==> src/rtl/spim_pkg.sv <==
package spim_pkg;

    localparam logic [4:0] OFS_RXD  = 5'd0;
    localparam logic [4:0] OFS_TXD  = 5'd4;
    localparam logic [4:0] OFS_STAT = 5'd8;
    localparam logic [4:0] OFS_CTRL = 5'd12;
    localparam logic [4:0] OFS_SEL  = 5'd20;

    localparam int BIT_ROE  = 3;
    localparam int BIT_TOE  = 4;
    localparam int BIT_TMT  = 5;
    localparam int BIT_TRDY = 6;
    localparam int BIT_RRDY = 7;
    localparam int BIT_ERR  = 8;
    localparam int BIT_FCS  = 10;

    localparam logic [31:0] IRQ_MASK  = (32'd1 << BIT_ROE) | (32'd1 << BIT_TOE) |
                                        (32'd1 << BIT_TRDY) | (32'd1 << BIT_RRDY) |
                                        (32'd1 << BIT_ERR);
    localparam logic [31:0] CTRL_MASK = IRQ_MASK | (32'd1 << BIT_FCS);

    typedef struct packed {
        logic err;
        logic rrdy;
        logic trdy;
        logic tmt;
        logic toe;
        logic roe;
    } spim_flags_t;

    function automatic logic [31:0] pack_status(spim_flags_t f);
        logic [31:0] w;
        w = '0;
        w[BIT_ROE]  = f.roe;
        w[BIT_TOE]  = f.toe;
        w[BIT_TMT]  = f.tmt;
        w[BIT_TRDY] = f.trdy;
        w[BIT_RRDY] = f.rrdy;
        w[BIT_ERR]  = f.err;
        return w;
    endfunction

endpackage

==> src/rtl/spim_shifter.sv <==
module spim_shifter #(
    parameter int WORD_BITS = 8,
    parameter int CLK_DIV   = 2
) (
    input  logic                 clk,
    input  logic                 rst,
    input  logic                 start,
    input  logic [WORD_BITS-1:0] tx_word,
    input  logic                 miso,
    output logic                 sclk,
    output logic                 mosi,
    output logic                 busy,
    output logic                 done,
    output logic [WORD_BITS-1:0] rx_word
);
    localparam int DIV_W = $clog2(CLK_DIV + 1);
    localparam int CNT_W = $clog2(WORD_BITS + 1);
    localparam logic [DIV_W-1:0] DIV_LAST = DIV_W'(CLK_DIV - 1);
    localparam logic [CNT_W-1:0] BIT_LAST = CNT_W'(WORD_BITS - 1);

    logic                 phase;
    logic [DIV_W-1:0]     div_cnt;
    logic [CNT_W-1:0]     bit_cnt;
    logic [WORD_BITS-1:0] tx_sh;
    logic [WORD_BITS-1:0] rx_sh;

    always_ff @(posedge clk) begin
        if (rst) begin
            busy    <= 1'b0;
            phase   <= 1'b0;
            div_cnt <= '0;
            bit_cnt <= '0;
            tx_sh   <= '0;
            rx_sh   <= '0;
            done    <= 1'b0;
        end else begin
            done <= 1'b0;
            if (start) begin
                busy    <= 1'b1;
                phase   <= 1'b0;
                div_cnt <= '0;
                bit_cnt <= '0;
                tx_sh   <= tx_word;
            end else if (busy) begin
                if (div_cnt == DIV_LAST) begin
                    div_cnt <= '0;
                    if (!phase) begin
                        phase <= 1'b1;
                        rx_sh <= (rx_sh << 1) | WORD_BITS'(miso);
                    end else begin
                        phase <= 1'b0;
                        if (bit_cnt == BIT_LAST) begin
                            busy <= 1'b0;
                            done <= 1'b1;
                        end else begin
                            bit_cnt <= bit_cnt + 1'b1;
                            tx_sh   <= tx_sh << 1;
                        end
                    end
                end else begin
                    div_cnt <= div_cnt + 1'b1;
                end
            end
        end
    end

    assign sclk    = busy & phase;
    assign mosi    = tx_sh[WORD_BITS-1];
    assign rx_word = rx_sh;

    AST_START_WHEN_IDLE: assert property (@(posedge clk) disable iff (rst)
        start |-> !busy);
    AST_DONE_ENDS_WORD: assert property (@(posedge clk) disable iff (rst)
        done |-> !busy && !sclk);

endmodule

==> src/rtl/spim_flags.sv <==
module spim_flags
    import spim_pkg::*;
(
    input  logic        clk,
    input  logic        rst,
    input  logic        done,
    input  logic        rd_rx,
    input  logic        wr_status,
    input  logic        tx_blocked,
    input  logic        hold_full,
    input  logic        busy,
    input  logic [31:0] ctrl,
    output logic [31:0] status,
    output logic        irq
);
    logic rrdy_q;
    logic roe_q;
    logic toe_q;
    spim_flags_t flags;

    always_ff @(posedge clk) begin
        if (rst) begin
            rrdy_q <= 1'b0;
            roe_q  <= 1'b0;
            toe_q  <= 1'b0;
        end else begin
            if (done)       rrdy_q <= 1'b1;
            else if (rd_rx) rrdy_q <= 1'b0;

            if (done && rrdy_q && !rd_rx) roe_q <= 1'b1;
            else if (wr_status)           roe_q <= 1'b0;

            if (tx_blocked)     toe_q <= 1'b1;
            else if (wr_status) toe_q <= 1'b0;
        end
    end

    always_comb begin
        flags.roe  = roe_q;
        flags.toe  = toe_q;
        flags.tmt  = !hold_full && !busy;
        flags.trdy = !hold_full;
        flags.rrdy = rrdy_q;
        flags.err  = roe_q | toe_q;
    end

    assign status = pack_status(flags);
    assign irq    = |(status & ctrl & IRQ_MASK);

    AST_RRDY_AFTER_DONE: assert property (@(posedge clk) disable iff (rst)
        done |=> status[BIT_RRDY]);
    AST_ROE_ON_LOST: assert property (@(posedge clk) disable iff (rst)
        (done && status[BIT_RRDY] && !rd_rx) |=> status[BIT_ROE]);
    AST_TOE_ON_BLOCKED: assert property (@(posedge clk) disable iff (rst)
        tx_blocked |=> status[BIT_TOE]);
    AST_ERR_CLEARED: assert property (@(posedge clk) disable iff (rst)
        (wr_status && !done && !tx_blocked) |=> !status[BIT_ERR]);

endmodule

==> src/rtl/spim_cs.sv <==
module spim_cs #(
    parameter int NUM_CS = 16
) (
    input  logic              clk,
    input  logic              rst,
    input  logic [NUM_CS-1:0] sel,
    input  logic              active,
    input  logic              force_on,
    output logic [NUM_CS-1:0] ss_n
);
    for (genvar i = 0; i < NUM_CS; i++) begin : g_line
        assign ss_n[i] = !(sel[i] && (active || force_on));
    end

    AST_CS_RELEASED: assert property (@(posedge clk) disable iff (rst)
        (!active && !force_on) |-> (&ss_n));
    AST_CS_FORCED: assert property (@(posedge clk) disable iff (rst)
        force_on |-> ((~ss_n) == sel));

endmodule

==> src/rtl/spim_top.sv <==
module spim_top
    import spim_pkg::*;
#(
    parameter int WORD_BITS = 8,
    parameter int NUM_CS    = 16,
    parameter int CLK_DIV   = 2
) (
    input  logic              clk,
    input  logic              rst,
    input  logic [4:0]        bus_addr,
    input  logic              bus_wr,
    input  logic              bus_rd,
    input  logic [31:0]       bus_wdata,
    output logic [31:0]       bus_rdata,
    output logic              irq,
    output logic              sclk,
    output logic              mosi,
    input  logic              miso,
    output logic [NUM_CS-1:0] ss_n
);
    logic [31:0]          ctrl_q;
    logic [NUM_CS-1:0]    sel_q;
    logic [WORD_BITS-1:0] hold_q;
    logic                 hold_full;
    logic [WORD_BITS-1:0] rxd_q;
    logic [31:0]          status;
    logic                 busy;
    logic                 done;
    logic                 start;
    logic [WORD_BITS-1:0] rx_word;

    logic wr_tx, wr_stat, wr_ctrl, wr_sel, rd_rx, tx_blocked;

    assign wr_tx      = bus_wr && (bus_addr == OFS_TXD);
    assign wr_stat    = bus_wr && (bus_addr == OFS_STAT);
    assign wr_ctrl    = bus_wr && (bus_addr == OFS_CTRL);
    assign wr_sel     = bus_wr && (bus_addr == OFS_SEL);
    assign rd_rx      = bus_rd && (bus_addr == OFS_RXD);
    assign tx_blocked = wr_tx && hold_full;
    assign start      = hold_full && !busy;

    always_ff @(posedge clk) begin
        if (rst) begin
            ctrl_q    <= '0;
            sel_q     <= '0;
            hold_q    <= '0;
            hold_full <= 1'b0;
            rxd_q     <= '0;
        end else begin
            if (wr_ctrl) ctrl_q <= bus_wdata & CTRL_MASK;
            if (wr_sel)  sel_q  <= bus_wdata[NUM_CS-1:0];
            if (wr_tx && !hold_full) begin
                hold_q    <= bus_wdata[WORD_BITS-1:0];
                hold_full <= 1'b1;
            end else if (start) begin
                hold_full <= 1'b0;
            end
            if (done) rxd_q <= rx_word;
        end
    end

    always_comb begin
        unique case (bus_addr)
            OFS_RXD:  bus_rdata = 32'(rxd_q);
            OFS_STAT: bus_rdata = status;
            OFS_CTRL: bus_rdata = ctrl_q;
            OFS_SEL:  bus_rdata = 32'(sel_q);
            default:  bus_rdata = '0;
        endcase
    end

    spim_shifter #(
        .WORD_BITS(WORD_BITS),
        .CLK_DIV  (CLK_DIV)
    ) u_shift (
        .clk    (clk),
        .rst    (rst),
        .start  (start),
        .tx_word(hold_q),
        .miso   (miso),
        .sclk   (sclk),
        .mosi   (mosi),
        .busy   (busy),
        .done   (done),
        .rx_word(rx_word)
    );

    spim_flags u_flags (
        .clk       (clk),
        .rst       (rst),
        .done      (done),
        .rd_rx     (rd_rx),
        .wr_status (wr_stat),
        .tx_blocked(tx_blocked),
        .hold_full (hold_full),
        .busy      (busy),
        .ctrl      (ctrl_q),
        .status    (status),
        .irq       (irq)
    );

    spim_cs #(
        .NUM_CS(NUM_CS)
    ) u_cs (
        .clk     (clk),
        .rst     (rst),
        .sel     (sel_q),
        .active  (busy || hold_full),
        .force_on(ctrl_q[BIT_FCS]),
        .ss_n    (ss_n)
    );

    AST_IRQ_QUIET: assert property (@(posedge clk) disable iff (rst)
        ((ctrl_q & IRQ_MASK) == '0) |-> !irq);
    AST_DROP_BLOCKED: assert property (@(posedge clk) disable iff (rst)
        tx_blocked |=> $stable(hold_q));

endmodule

==> config.mk <==
export PLATFORM = sky130hd
export DESIGN_NAME = spim_top
export DESIGN_NICKNAME = d
export VERILOG_FILES = /design/src/rtl/spim_pkg.sv /design/src/rtl/spim_shifter.sv /design/src/rtl/spim_flags.sv /design/src/rtl/spim_cs.sv /design/src/rtl/spim_top.sv
export SDC_FILE = /design/constraint.sdc
export NUM_CORES = 1
export LEC_CHECK = 0
export ABC_AREA = 1
export CAP_MARGIN = 25
export CORE_MARGIN = 4
export CORE_UTILIZATION = 43
export CTS_CLUSTER_SIZE = 20
export DETAILED_ROUTE_END_ITERATION = 10
export GPL_ROUTABILITY_DRIVEN = 0
export PLACE_DENSITY = 0.73
export SLEW_MARGIN = 0
export SYNTH_ARGS = -nofsm -noshare
export SYNTH_HDL_FRONTEND = slang
export SYNTH_SLANG_ARGS = --single-unit
==> constraint.sdc <==
create_clock -name clk -period 1.3 [get_ports clk]
set_input_delay 0.26 -clock clk [delete_from_list [all_inputs] [get_ports clk]]
set_output_delay 0.26 -clock clk [all_outputs]
set_load 0.005 [all_outputs]
==> impl_metrics.py, run 1 <==
metrics = {
    "setup_path": {
        "r2r_setup_slack_ns": -0.08,
        "critPathBufInv": 5,
        "crit_chain": "buf_6 -> nor2_4 -> buf_6 -> nand2_8 -> nor2_4 -> buf_6 -> buf_6 -> nand2_1 -> nand4_1 -> buf_2",
        "cpPeakStageDelay_ns": 0.15,
        "worstPathRequired_ns": 1.04,
        "critPathArrivalTime_ns": 1.29,
        "r2r_start": "u_shift.busy",
        "start_kind": "input pin",
        "crit_family": "buffers and inverters",
        "rr_endpoint": "u_shift.tx_sh[5]",
        "crit_fanout": 4,
        "reg2regPathDepth": 11,
        "crit_path_frequent_cell": "buf_6",
        "criticalPathCategory": "input pin to output pin",
        "slowest_stage": "nor2_4",
        "end_kind": "output pin",
    },
    "global_routing": {
        "grt_pass1_wl_um": 14900,
        "grt.total_usage_pct": 20.9,
        "grt_max_degree": 54,
        "antenna_found_initial": 0,
        "grt_pass1_vias": 3297,
        "gr-total-overflow": 0,
    },
    "routing": {
        "drt-initial-drc-count": 159,
        "drc": 0,
        "vias_per_cell": 4.77,
        "detail-route-antenna-nets": 0,
        "drt-pass1-iter-count": 4,
        "wl_per_cell_um": 13.2,
        "vias": 3469,
        "routed_wl_um": 9570,
    },
    "sta": {
        "fin_worst_skew_ns": 0.00692,
        "hold_viol": 0,
        "maxSlewViolCount": 0,
        "finalSetupTns_ns": -6.06,
        "setup_viol": 36,
        "fmax_ghz": 0.646,
        "timing.hold.ws_ns": 0.306,
        "period_minus_slack_ns": 1.55,
        "setup_slack_ns": -0.248,
        "finalCritPeriodShare_pct": 119,
        "rsz0062_at_grt": "true",
    },
    "clock_tree": {
        "cts-buffers-inserted": 9,
        "clock_sinks": 67,
        "htree_levels": 3,
        "cts_root_buf": "clkbuf_8",
        "clk_pin_slew_ns": 0.07,
        "clk_path_buf_depth": 2,
        "cts_tree": "yes",
        "clk_latency_ns": 0.34,
    },
    "place": {
        "dp.cells": 688,
        "hpwl_um": 6130,
        "port_buffers": 60,
        "pre_cts_slack_ns": -0.963,
    },
    "outcome": {
        "violations": "negative setup slack",
        "status": "complete, but fails checks",
    },
    "layout": {
        "final_common_cell": "nand2_1",
        "area_delta_synth_final_pct": 49.0,
        "multi_input_area_um2": 1850,
        "drive_gt1_share_pct": 30.5,
        "fill_cells": 604,
        "num_antenna_cells": 0,
        "fin_cells": 728,
        "final-seq-area_um2": 1350,
        "nNetsFinal": 668,
        "final_cell_mix": "nand2_1, nor2_1, dfxtp_1",
    },
    "floorplan": {
        "ios": 93,
        "die_h_um": 95.3,
        "fp.dieArea_um2": 9080,
        "start_util_pct": 44.7,
        "core_um2": 7330,
        "num_rows": 31,
        "die_width_um": 95.3,
    },
    "pwr": {
        "p_leak_uw": 0.00242,
        "ir_worst_vdd_v": 0.000658,
        "cellPowerDensity_nw_per_um2": 864,
    },
    "yosys": {
        "ys.flop_type": "dfxtp_1",
        "ys_ff_latch": 67,
        "ys_types": 28,
        "synthesis.area_um2": 3280,
        "yosys_warnings": 0,
        "synth-edff-count": 0,
        "synthArstFlopShare_pct": 0,
        "netlist_instances": 502,
        "syn_area_per_cell_um2": 6.53,
        "ys_seq_area_share_pct": 40.9,
    },
    "min_path": {
        "min_path_cells": 5,
        "min_path_type": "input pin to register",
        "worstHoldStart": "bus_addr[0]",
        "holdPathEnd": "u_flags.roe_q",
    },
    "job": {
        "cap_viol_max_count": 0,
    },
}
## synthesized netlist by cell type, types with 4 or more instances
| library cell | instances | area, um^2 |
|---|---|---|
| buf_4 | 17 | 128 |
| buf_2 | 7 | 35.0 |
| inv_1 | 52 | 195 |
| o21ai_0 | 24 | 120 |
| nand4_1 | 9 | 56.3 |
| nand3_1 | 11 | 55.1 |
| nor2_1 | 112 | 420 |
| nor2_4 | 4 | 45.0 |
| nand2_1 | 151 | 567 |
| dfxtp_1 | 67 | 1340 |
| buf_6 | 4 | 45.0 |
| a21oi_1 | 19 | 95.1 |
## final cells by class
class / count / area share, %
multi-input cells: 365 / 37.9
flip-flops and latches: 67 / 27.5
repair buffers: 127 / 23.6
inverters: 55 / 4.28
clock buffers: 11 / 3.10
well taps: 99 / 2.54
clock inverters: 4 / 1.02
## what timing repair did
item,in CTS,in global routing
hold buffers,0,0
gates cloned,1,4
gates resized for setup,221,67
endpoints found under the setup margin,67,66
pin swaps,17,16
buffers inserted,17,5
## stage by stage
step           area, um^2  total power, uW  utilization [%]
6_report             4890             4220             66.6
5_1_grt              4890             4370             66.6
4_1_cts              4540             4200             62.0
3_5_place_dp         4190             2430             57.1
3_3_place_gp         4190             2430             57.1
2_1_floorplan        3330             2300                -
## worst max-delay path by stage
stage	from	end	slack, ns	cells after the start
detailed placement	bus_addr[1]	bus_rdata[10]	-0.96	8
finish	bus_addr[1]	bus_rdata[3]	-0.25	10
global placement	bus_addr[1]	bus_rdata[2]	-0.90	6
global route	bus_addr[1]	bus_rdata[6]	-0.31	10
CTS	bus_addr[0]	bus_rdata[4]	-0.24	10
floorplan	u_shift.bit_cnt[0]	u_shift.tx_sh[1]	0.04	7
## logic make-up (layout without fill, tap and decap cells)
group	count (synthesis)	count (layout)	share of synthesized area, %
AOI/OAI and AO/OA	46	46	7.29
xor gates and xnor gates	1	1	0.267
adders and majority gates	1	1	0.382
buffers and inverters	88	197	13.5
DFF	67	67	40.9
other	1	16	0.114
and+or+nand+nor	298	301	37.5
## state kept, by name, indices dropped and copies added (netlist names)
| register | flops |
|---|---|
| u_flags.rrdy_q | 1 |
| u_flags.toe_q | 1 |
| ctrl_q | 6 |
| u_shift.bit_cnt | 4 |
| u_flags.roe_q | 1 |
| u_shift.tx_sh | 8 |
| rxd_q | 8 |
| u_shift.div_cnt | 2 |
| u_shift.phase | 1 |
| u_shift.rx_word | 8 |
| hold_q | 8 |
| u_shift.busy | 1 |
| hold_full | 1 |
| u_shift.done | 1 |
| sel_q | 16 |
## where the power goes
group / switching, uW / internal [uW]
Combinational: 198 / 187
Clock: 780 / 976
Sequential: 13.0 / 2070
Total: 991 / 3230
## tightest hold or removal path: stages
cell,delay (ns)
buf_6,0.07
nor2_4,0.04
nand4_1,0.08
nand2_1,0.05
a21oi_1,0.10
## layer usage
metal	vias up	global-route usage (%)	routed length, um
met3	23	4.18	537
met5	-	0	0
met2	116	35.0	4830
met1	1582	25.6	3990
met4	0	9.98	216
li1	1748	-	-
No activity file was read; power rests on OpenSTA's default activity.
==> run 2: changes to the inputs <==
CORE_UTILIZATION = 48   (was 43)
PLACE_DENSITY = 0.77   (was 0.73)
clock period = 1.48 ns   (was 1.3 ns; I/O delays follow)
==> run 2 against run 1 <==
  * The run still ends with negative setup slack left
  * Critical path depth decreased by 4
  * Non-clock buffer count decreased by 24
  * Sequential share of layout area increased by 2.7 points
  * Total power decreased by 13%
==> impl_metrics.py, run 2 (synthesis results as in run 1) <==
metrics = {
    "setup_path": {
        "r2r_start": "u_shift.busy",
        "r2r_setup_slack_ns": 0.11,
        "rr_endpoint": "u_shift.tx_sh[1]",
        "reg2regPathDepth": 9,
        "worstPathRequired_ns": 1.18,
        "end_kind": "output pin",
        "criticalPathCategory": "register to output pin",
        "crit_fanout": 5,
        "start_kind": "register",
        "critPathArrivalTime_ns": 1.37,
    },
    "layout": {
        "final_common_cell": "nand2_1",
        "top_register": "sel_q",
        "drive_gt1_share_pct": 26.3,
        "nNetsFinal": 642,
        "fill_cells": 568,
        "fin_cells": 681,
        "final_cell_mix": "nand2_1, nor2_1, dfxtp_1",
        "post-route-util_pct": 68.4,
        "largest_register_ffs": 16,
        "area_delta_synth_final_pct": 35.5,
        "num_antenna_cells": 0,
    },
    "min_path": {
        "worstHoldStart": "bus_addr[4]",
        "min_path_type": "input pin to register",
        "min_path_cells": 5,
        "holdPathEnd": "u_flags.toe_q",
    },
    "routing": {
        "vias": 3330,
        "vias_per_cell": 4.89,
        "routed_wl_um": 8940,
        "drt-pass1-iter-count": 5,
        "detail-route-antenna-nets": 0,
        "drc": 0,
        "wl_per_cell_um": 13.1,
        "drt-initial-drc-count": 213,
    },
    "sta": {
        "fin_worst_skew_ns": 0.00812,
        "setup_slack_ns": -0.184,
        "maxSlewViolCount": 0,
        "timing.hold.ws_ns": 0.435,
        "hold_viol": 0,
        "finalSetupTns_ns": -2.26,
        "fmax_ghz": 0.601,
        "setup_viol": 25,
        "finalCritPeriodShare_pct": 112,
        "rsz0062_at_grt": "true",
        "period_minus_slack_ns": 1.66,
    },
    "global_routing": {
        "grt_pass1_wl_um": 14300,
        "grt.total_usage_pct": 21.4,
        "antenna_found_initial": 0,
        "gr-total-overflow": 0,
        "grt_max_degree": 54,
        "grt_pass1_vias": 3170,
    },
    "clock_tree": {
        "clk_latency_ns": 0.34,
        "cts-buffers-inserted": 9,
        "clk_pin_slew_ns": 0.08,
        "cts_root_buf": "clkbuf_8",
        "cts_tree": "yes",
        "hold_buffers": 0,
        "clock_sinks": 67,
        "clk_path_buf_depth": 2,
        "htree_levels": 3,
    },
    "outcome": {
        "status": "complete, but fails checks",
        "violations": "negative setup slack",
    },
    "place": {
        "hpwl_um": 5870,
        "dp.cells": 647,
        "port_buffers": 60,
    },
    "job": {
        "cap_viol_max_count": 0,
    },
    "pwr": {
        "power.total_uw": 3660,
        "p_leak_uw": 0.00220,
        "ir_worst_vdd_v": 0.000486,
        "cellPowerDensity_nw_per_um2": 824,
    },
    "floorplan": {
        "die_width_um": 90.6,
        "num_rows": 29,
        "ios": 93,
        "core_um2": 6490,
        "fp.dieArea_um2": 8220,
        "die_h_um": 90.6,
        "start_util_pct": 50.5,
    },
}
==> run 2: area by class of cell <==
| class | instances | area, um^2 | share of cell area (%) |
|---|---|---|---|
| Clock inverter | 5 | 52.6 | 1.18 |
| Clock buffer | 11 | 141 | 3.18 |
| Inverter | 55 | 206 | 4.65 |
| Timing Repair Buffer | 103 | 867 | 19.5 |
| Tap cell | 77 | 96.3 | 2.17 |
| Sequential cell | 67 | 1340 | 30.3 |
| Multi-Input combinational cell | 363 | 1730 | 39.0 |
==> run 2: through the flow <==
stage | worst slack, ns | cell area (um^2)
3_5_place_dp | -0.944 | 4020
2_1_floorplan | 0.191 | 3330
4_1_cts | -0.147 | 4290
6_report | -0.184 | 4440
3_3_place_gp | -0.905 | 4020
5_1_grt | -0.232 | 4440
==> run 2: worst max-delay path, stage by stage, from the launching register on <==
cell	delay, ns
dfxtp_2	0.34
nor2_4	0.15
nand2_2	0.09
buf_6	0.14
buf_6	0.13
nand2_1	0.05
buf_2	0.12
==> run 2: what timing repair did <==
item / 4_1_cts / 5_1_grt
setup endpoints to repair: 50 / 47
pin swaps: 14 / 19
gates resized for setup: 188 / 60
gates cloned: 0 / 1
setup buffers: 15 / 3
==> run 2: layer usage <==
layer / vias up / GRT usage (%) / wire length (um) / share of wire, %
met1: 1502 / 25.5 / 3800 / 43
met4: 0 / 10.7 / 182 / 2.0
met5: - / 0 / 0 / 0
met3: 19 / 4.00 / 496 / 5.5
met2: 114 / 36.6 / 4460 / 50
li1: 1695 / - / - / -
==> run 2: how the worst max path moves through the flow <==
stage,from,end,slack [ns],depth (start not counted)
finish,u_shift.busy,ss_n[13],-0.18,6
global route,u_shift.busy,ss_n[13],-0.23,6
CTS,hold_full,ss_n[7],-0.15,5
detailed placement,bus_addr[1],bus_rdata[14],-0.94,6
global placement,bus_addr[1],bus_rdata[10],-0.90,5
floorplan,bus_addr[1],bus_rdata[3],0.19,5
==> run 2: power by group <==
group	total (uW)	switching (uW)	internal [uW]
Combinational	309	162	147
Sequential	1830	11.0	1820
Clock	1520	708	816
Total	3660	881	2780
==> run 3: changes to the inputs <==
GPL_TIMING_DRIVEN = 0   (was not set)
==> run 3 against run 2 <==
  * The run still ends with negative setup slack left
  * Register-to-register slack is essentially flat
  * Combinational power grew 11%
  * Critical path depth grew 1
  * Cell area grew 4.5%
  * Via count grew 3.9%
  * Non-clock buffer count grew 16
  * First-iteration DRC count grew 16%
  * Clock skew grew 0.0026 ns
  * Sequential share of layout area shrank 1.1 points
  * Utilization grew 3.1 points
  * Sequential cell count is the same
==> impl_metrics.py, run 3 (synthesis results as in run 1) <==
metrics = {
    "sta": {
        "setup_slack_ns": -0.257,
        "finalCritPeriodShare_pct": 117,
        "finalSetupTns_ns": -3.89,
        "timing.hold.ws_ns": 0.245,
        "hold_viol": 0,
        "fmax_ghz": 0.576,
        "period_minus_slack_ns": 1.74,
        "rsz0062_at_grt": "true",
        "fin_worst_skew_ns": 0.0107,
        "maxSlewViolCount": 0,
        "setup_viol": 33,
    },
    "routing": {
        "drc": 0,
        "drt-initial-drc-count": 248,
        "vias": 3459,
        "routed_wl_um": 10200,
        "drt-pass1-iter-count": 4,
        "detail-route-antenna-nets": 0,
        "vias_per_cell": 4.98,
        "wl_per_cell_um": 14.6,
    },
    "pwr": {
        "power.switching_uw": 883,
        "ir_worst_vdd_v": 0.000492,
        "cellPowerDensity_nw_per_um2": 781,
        "power_frac_clock_pct": 40.2,
        "p_leak_uw": 0.00233,
        "p_seq_share_pct": 50.3,
        "comb_power_share_pct": 9.5,
        "swShare_pct": 24.4,
        "cellInternalPower_uw": 2740,
    },
    "min_path": {
        "worstHoldStart": "rst",
        "min_path_type": "input pin to register",
        "min_path_cells": 2,
    },
    "setup_path": {
        "critPathArrivalTime_ns": 1.44,
        "crit_fanout": 3,
        "reg2regPathDepth": 6,
        "start_kind": "input pin",
        "critPathLaunch": "bus_addr[1]",
        "worstPathRequired_ns": 1.18,
        "r2r_start": "u_shift.div_cnt[1]",
        "end_kind": "output pin",
        "criticalPathCategory": "input pin to output pin",
    },
    "global_routing": {
        "grt_pass1_wl_um": 15000,
        "antenna_found_initial": 0,
        "grt.total_usage_pct": 22.6,
        "grt_pass1_vias": 3213,
        "grt_max_degree": 11,
        "gr-total-overflow": 0,
    },
    "layout": {
        "largest_register_ffs": 16,
        "final_common_cell": "nand2_1",
        "fin_area_um2": 4640,
        "area_delta_synth_final_pct": 41.5,
        "nNetsFinal": 657,
        "num_antenna_cells": 0,
        "final_cell_mix": "nand2_1, nor2_1, dfxtp_1",
        "post-route-util_pct": 71.4,
        "fill_cells": 526,
        "drive_gt1_share_pct": 28.2,
        "top_register": "sel_q",
    },
    "outcome": {
        "status": "complete, but fails checks",
        "violations": "negative setup slack",
    },
    "clock_tree": {
        "cts-buffers-inserted": 9,
        "cts_tree": "yes",
        "cts_root_buf": "clkbuf_8",
        "clk_latency_ns": 0.35,
        "clk_path_buf_depth": 2,
        "clk_pin_slew_ns": 0.07,
        "clock_sinks": 67,
        "htree_levels": 3,
    },
    "floorplan": {
        "core_um2": 6490,
        "start_util_pct": 50.5,
        "die_width_um": 90.6,
        "die_h_um": 90.6,
        "num_rows": 29,
        "fp.dieArea_um2": 8220,
        "ios": 93,
    },
    "place": {
        "port_buffers": 59,
        "hpwl_um": 6190,
        "placed_area_um2": 4020,
    },
    "job": {
        "cap_viol_max_count": 0,
    },
}
## run 3: changes by cell type in the layout (fill, tap and decap cells not counted), sizes merged
cell and delta:
clkbuf +5, clkinv -1, dlymetal6s2s +1, nand2 -1
clkinvlp -1, clkdlybuf4s50 -2, buf +12, clkdlybuf4s15 +1
## run 3: per-stage QoR
stage          power [uW]  setup slack [ns]  std cells
3_5_place_dp         2140             -1.02        653
6_report             3620            -0.257        695
2_1_floorplan        2020             0.191        517
5_1_grt              3720            -0.286        695
4_1_cts              3590            -0.232        692
3_3_place_gp         2130             -1.01        653
## run 3: metal layers
layer	track usage [%]	part of all wire, %	vias up
met5	0	0	-
met2	39.2	51	114
met1	27.1	40	1588
li1	-	-	1726
met3	3.75	5.6	31
met4	10.6	3.7	0
## run 3: layout make-up
type / count / area [um^2] / share of cell area [%]
Clock buffer: 12 / 135 / 2.91
Sequential cell: 67 / 1360 / 29.2
Inverter: 55 / 214 / 4.61
Buffer: 33 / 264 / 5.69
Timing Repair Buffer: 86 / 746 / 16.1
Clock inverter: 3 / 40.0 / 0.863
Multi-Input combinational cell: 362 / 1790 / 38.6
Tap cell: 77 / 96.3 / 2.08
## run 3: power groups by stage
stage | combinational [uW] | sequential, uW | clock (uW)
floorplan | 151 | 1870 | 0
global placement | 264 | 1870 | 0
detailed placement | 269 | 1870 | 0
CTS | 315 | 1820 | 1450
global route | 372 | 1830 | 1520
finish | 344 | 1820 | 1460
## run 3: final timing paths
kind	to	slack, ns
max	bus_rdata[5]	-0.26
min reg2reg	u_shift.div_cnt[1]	0.44
max reg2reg	u_shift.rx_word[3]	0.10
min	u_flags.toe_q	0.25
## run 3: what timing repair did
action | 4_1_cts | 5_1_grt
buffers inserted | 23 | 4
hold buffers | 0 | 0
setup endpoints to repair | 37 | 54
pin swaps | 15 | 17
cloned | 2 | 0
resized for setup | 215 | 61
## run 3: worst max-delay path: stages
cell and delay [ns]:
buf_6 0.10, nor2_4 0.16, nand4_1 0.21, clkbuf_8 0.21, buf_12 0.12, o211ai_1 0.19
buf_2 0.16
